## src/rtl/dr_pkg.sv

```systemverilog
package dr_pkg;

    // rail pair: bit 1 = true rail, bit 0 = false rail
    typedef logic [1:0] rail_t;

    localparam rail_t RAIL_NULL  = 2'b00;
    localparam rail_t RAIL_ONE   = 2'b10;
    localparam rail_t RAIL_ZERO  = 2'b01;
    localparam rail_t RAIL_FAULT = 2'b11;

    typedef struct packed {
        rail_t first;
        rail_t second;
    } rail_fork_t;

    function automatic rail_t rail_and(rail_t a, rail_t b);
        return {a[1] & b[1], a[0] | b[0]};
    endfunction

    function automatic rail_t rail_or(rail_t a, rail_t b);
        return {a[1] | b[1], a[0] & b[0]};
    endfunction

    // inversion is a rail exchange, no gate
    function automatic rail_t rail_not(rail_t a);
        return {a[0], a[1]};
    endfunction

    function automatic rail_t rail_xor(rail_t a, rail_t b);
        return {(a[1] & b[0]) | (a[0] & b[1]),
                (a[1] & b[1]) | (a[0] & b[0])};
    endfunction

    function automatic rail_fork_t rail_fork(rail_t a);
        rail_fork_t r;
        r.first  = a;
        r.second = a;
        return r;
    endfunction

    function automatic logic rail_is_null(rail_t a);
        return a == RAIL_NULL;
    endfunction

    function automatic logic rail_is_valid(rail_t a);
        return a[1] ^ a[0];
    endfunction

endpackage

```

## src/rtl/dr_and_cell.sv

```systemverilog
module dr_and_cell
    import dr_pkg::*;
(
    input  rail_t in_x,
    input  rail_t in_y,
    output rail_t out_z
);

    always_comb begin
        out_z = rail_and(in_x, in_y);
    end

    always_comb begin

        and_null_chk: assert (!(rail_is_null(in_x) && rail_is_null(in_y)) || rail_is_null(out_z))
            else $error("and cell: null inputs gave %b", out_z);

        and_early_zero_chk: assert (!((in_x == RAIL_ZERO && in_y == RAIL_NULL) ||
                                      (in_y == RAIL_ZERO && in_x == RAIL_NULL)) || out_z == RAIL_ZERO)
            else $error("and cell: early zero missing, got %b", out_z);
    end

endmodule

```

## src/rtl/dr_xor_cell.sv

```systemverilog
module dr_xor_cell
    import dr_pkg::*;
(
    input  rail_t in_x,
    input  rail_t in_y,
    output rail_t out_z
);

    always_comb begin
        out_z = rail_xor(in_x, in_y);
    end

    always_comb begin

        xor_null_hold_chk: assert (!((rail_is_null(in_x) && in_y != RAIL_FAULT) ||
                                     (rail_is_null(in_y) && in_x != RAIL_FAULT)) || rail_is_null(out_z))
            else $error("xor cell: output %b with a null operand", out_z);
    end

endmodule

```

## src/rtl/dr_half_adder.sv

```systemverilog
module dr_half_adder
    import dr_pkg::*;
#(
    parameter int LANES = 4
) (
    input  logic [LANES-1:0] op_a_t,
    input  logic [LANES-1:0] op_a_f,
    input  logic [LANES-1:0] op_b_t,
    input  logic [LANES-1:0] op_b_f,
    output logic [LANES-1:0] carry_t,
    output logic [LANES-1:0] carry_f,
    output logic [LANES-1:0] sum_t,
    output logic [LANES-1:0] sum_f
);

    localparam int WIRES = 4;

    for (genvar ln = 0; ln < LANES; ln++) begin : g_lane
        rail_t      a_r, b_r;
        rail_fork_t a_fk, b_fk;
        rail_t      spread [WIRES];
        rail_t      crossed[WIRES];
        rail_t      carry_r, sum_r;

        always_comb begin
            a_r  = {op_a_t[ln], op_a_f[ln]};
            b_r  = {op_b_t[ln], op_b_f[ln]};
            a_fk = rail_fork(a_r);
            b_fk = rail_fork(b_r);
            spread[0] = a_fk.first;
            spread[1] = a_fk.second;
            spread[2] = b_fk.first;
            spread[3] = b_fk.second;
            // exchange the two middle pairs, both rails together
            crossed[0] = spread[0];
            crossed[1] = spread[2];
            crossed[2] = spread[1];
            crossed[3] = spread[3];
        end

        dr_and_cell u_carry (
            .in_x (crossed[0]),
            .in_y (crossed[1]),
            .out_z(carry_r)
        );

        dr_xor_cell u_sum (
            .in_x (crossed[2]),
            .in_y (crossed[3]),
            .out_z(sum_r)
        );

        always_comb begin
            carry_t[ln] = carry_r[1];
            carry_f[ln] = carry_r[0];
            sum_t[ln]   = sum_r[1];
            sum_f[ln]   = sum_r[0];
        end

        always_comb begin

            no_fault_out_chk: assert (a_r == RAIL_FAULT || b_r == RAIL_FAULT ||
                                      (carry_r != RAIL_FAULT && sum_r != RAIL_FAULT))
                else $error("lane %0d: fault code on output", ln);
        end
    end

endmodule

```

## config.mk

```make
export PLATFORM = sky130hd
export DESIGN_NAME = dr_half_adder
export DESIGN_NICKNAME = d
export VERILOG_FILES = /design/src/rtl/dr_pkg.sv /design/src/rtl/dr_and_cell.sv /design/src/rtl/dr_xor_cell.sv /design/src/rtl/dr_half_adder.sv
export SDC_FILE = /design/constraint.sdc
export NUM_CORES = 1
export LEC_CHECK = 0
export BUFFER_PORTS_ARGS = -buffer_cell sky130_fd_sc_hd__buf_4
export CAP_MARGIN = 20
export CORE_AREA = 4 4 41 43
export DETAILED_ROUTE_END_ITERATION = 16
export DIE_AREA = 0 0 45 47
export PLACE_DENSITY_LB_ADDON = 0.05
export SLEW_MARGIN = 30
export SYNTH_ARGS = -nofsm -noshare
export SYNTH_HDL_FRONTEND = slang
export SYNTH_SLANG_ARGS = --single-unit
```

## constraint.sdc

```tcl
create_clock -name vclk -period 0.8
set_input_delay 0.12 -clock vclk [all_inputs]
set_output_delay 0.12 -clock vclk [all_outputs]
set_load 0.01 [all_outputs]
```

Word level (Yosys, flattened, before mapping)
Cells that the tools add are included.
{"block": "word_totals", "elab_cells": 28, "output_inout_bits": 16, "in_bits": 16, "regBits": 0}
{"block": "classes", "bitwise_logic": 28}
{"operator": "AND 1 bit", "n": 16}
{"operator": "bitwise OR 1 bit", "n": 12}

Depth between registers and ports, before layout
{"block": "logic_depth", "word_depth": 2, "ltp_mapped": 1, "mapped_depth_nobuf": 1}

Modules after synthesis
From an unflattened synthesis, not the netlist that was laid out.
{"block": "hier_totals", "cells_unflattened": 16, "hier_area_um2": 120.1}
{"mod": "dr_xor_cell", "area_per_inst_um2": 17.5, "instances": 4, "cells_per_inst": 2, "seq_area_each_um2": 0.0}
{"mod": "dr_and_cell", "area_per_inst_um2": 12.5, "instances": 4, "cells_per_inst": 2, "seq_area_each_um2": 0.0}

Least setup slack after synthesis
OpenSTA, ideal clock, no wires.
{"block": "synth_path", "path_type": "input to output", "start": "input op_b_f[0]", "end": "output carry_f[0]", "cell_stages": 1, "setup_slack_ns": 0.312, "t_arrival_ns": 0.368, "n_path_buf": 0, "required_time_ns": 0.680, "cell_sequence": "or2_1"}
{"block": "synth_between", "elab_chain_cells": 1}
{"element": "from (decl)", "line": "dr_half_adder.sv:9", "source": "input logic [LANES-1:0] op_b_f,"}
{"element": "bitwise OR 1 bit", "line": "dr_pkg.sv:17", "source": "return {a[1] & b[1], a[0] | b[0]};"}
{"element": "to (decl)", "line": "dr_half_adder.sv:11", "source": "output logic [LANES-1:0] carry_f,"}
No other way between the ends.

Worst setup path in the final report
{"block": "layout_path", "start": "input op_a_f[2]", "end": "output sum_f[2]"}
{"block": "layout_between", "elab_chain_cells": 2}
{"element": "from (decl)", "line": "dr_half_adder.sv:7", "source": "input logic [LANES-1:0] op_a_f,"}
{"element": "AND 1 bit", "line": "dr_pkg.sv:31", "source": "(a[1] & b[1]) | (a[0] & b[0])};"}
{"element": "bitwise OR 1 bit", "line": "dr_pkg.sv:31"}
{"element": "to (decl)", "line": "dr_half_adder.sv:13", "source": "output logic [LANES-1:0] sum_f"}
No other way between the ends.

==> reports/metrics.csv <==
metric,value,unit
outcome,"finished, final reports clean",
fp.coreArea,1301,µm²
critical_path.startpoint_type,input pin,
final.clkbuf_count,0,
syn-num-nets,32,
grt_start_max_net_pins,4,
critPathRequiredTime,0.68,ns
nature_of_the_critical_path_endpoint,output port,
flops_and_latches,0,
cp_top_family,buffers and inverters,
synth_cell_types,4,
hold_buf_count_cts,0,
synth-seq-area-share,0,%
fin_total_pwr,231.6,µW
setup_total_negative_slack,0,ns
net_load_switching_power,85.86,µW
areal_power_density_over_the_cells,605.0,nW/µm²
worstHoldPathType,input pin to output port,
area.sequential,0,µm²
starting_density,9.519,%
drc_errors,0,
crit_type,input pin to output port,
synth-warning-count,0,
io_pins,32,
worst_slew_pin_slew,0.05491,ns
fin_crit,0.7169,ns
cp_max_fo,3,
flow.area_growth_from_synthesis,209.1,%
vdd_ir_drop_max,0.1302,mV
synth.top_cells.by_area,"sky130_fd_sc_hd__a22o_1, sky130_fd_sc_hd__or2_1, sky130_fd_sc_hd__and2_2, sky130_fd_sc_hd__and2_1",
worst_path_max_delay_cell,sky130_fd_sc_hd__a22o_1,
timing.critical_path.buf_inv,2,
grt_pass1_wl,903,µm
totalWireLength,637,µm
syn_inst,16,
internal_power,145.8,µW
critical-path-max-stage-delay,0.22,ns
detailedRoute.firstIterationViolations,2,
post_cts.resized_instances,0,
timing.final.hold_violations,0,
grt_setup_unrepaired,no,
finalCritPeriodShare,89.61,%
leak,0.0002071,µW
worstPathArrival,0.60,ns
die_area,2115,µm²
number_of_antenna_violations_at_the_first_check_in_global_routing,0,
place.port_buffers,32,
path_cells,buf_4 -> a22o_1 -> buf_4,
post_synth_design_cell_area,123.9,µm²
post-synth-top-count-cell,sky130_fd_sc_hd__a22o_1,
grt_use_total,5.429,%
route.antenna.remaining_nets,0,
placed_cells_incl_taps,63,
filler_free_cell_count_of_the_finished_design,63,
power_frac_comb,100.0,%
area_of_combinational_cells_with_multiple_inputs,123.9,µm²
fraction_of_power_spent_switching_nets,37.07,%
wl_per_cell,10.11,µm
relative_slew_slack,96.34,%
layout-drive-gt1-share,72.92,%
cts_post_setup_buffers_inserted,0,
globalRouteOverflowTotal,0,
worst_path_most_repeated_cell,sky130_fd_sc_hd__buf_4,
share_clk_of_total_power,0,%
gp_routability_congestion,0.6667,
synth_commonest_cells,"sky130_fd_sc_hd__a22o_1, sky130_fd_sc_hd__or2_1, sky130_fd_sc_hd__and2_2, sky130_fd_sc_hd__and2_1",
drt_pre_antenna_iters,2,
post_synth.cell_area_avg,7.742,µm²
fin_nets,66,
floorplan.die.width,45,µm
rows,13,
vias_per_cell,4.063,
first_global_vias,225,
routed-via-count,256,
timing.final.max_slew_violations,0,
insertedDiodeCount,0,
finalSetupViolCount,0,
seq_power_share,0,%
biggest_area_consumer_among_synthesized_cells,sky130_fd_sc_hd__a22o_1,
max-cap-violations,0,
timing.fmax,1395,MHz
vertical_extent_of_the_die,47,µm
synth_top_area_share,56.57,%
fillCellCount,148,
## power by group through the flow
stage          Sequential, µW  Combinational, µW  Clock, µW
3_5_place_dp                0                235          0
4_1_cts                     0                235          0
5_1_grt                     0                253          0
3_3_place_gp                0                233          0
2_1_floorplan               0               77.3          0
6_report                    0                232          0
## placed cells by master, fill, tap and decap left out, drive strengths merged
cell / netlist / final
a22o: 8 / 8
and2: 4 / 4
or2: 4 / 4
buf: 0 / 32
## stage by stage
step | util (%) | area, µm² | hold slack [ns] | worst slack (ns)
3_3_place_gp | 29.42 | 382.9 | 0.5237 | 0.08543
5_1_grt | 29.42 | 382.9 | 0.5340 | 0.05818
4_1_cts | 29.42 | 382.9 | 0.5214 | 0.08005
3_5_place_dp | 29.42 | 382.9 | 0.5214 | 0.08018
2_1_floorplan | - | 123.9 | 0.3579 | 0.3123
6_report | 29.42 | 382.9 | 0.5189 | 0.08310
## worst paths after layout
check / startpoint / endpoint / slack (ns) / cells after the start
setup / recovery: op_a_f[2] / sum_f[2] / 0.08 / 3
hold / removal: op_a_f[0] / carry_f[0] / 0.52 / 3
## final cells by class
| class | instances | share of cell area (%) |
|---|---|---|
| multi-input cells | 16 | 32.35 |
| well taps | 15 | 4.902 |
| repair buffers | 32 | 62.75 |
## cell families (layout without fill, tap and decap cells)
logic type             after synthesis  count (layout)  synth area share, %
buffers and inverters                0              32                    0
AND/OR/NAND/NOR                      8               8                43.43
AO/OA/AOI/OAI                        8               8                56.57
## metal layers
metal	wire length, µm	vias to the layer above	track usage, %	part of all wire (%)
li1	-	129	-	-
met1	171	111	4.719	27
met2	383	16	12.99	60
met3	83	0	0.7663	13
met4	0	0	0	0
met5	0	-	0	0
No activity file was read; power rests on OpenSTA's default activity.
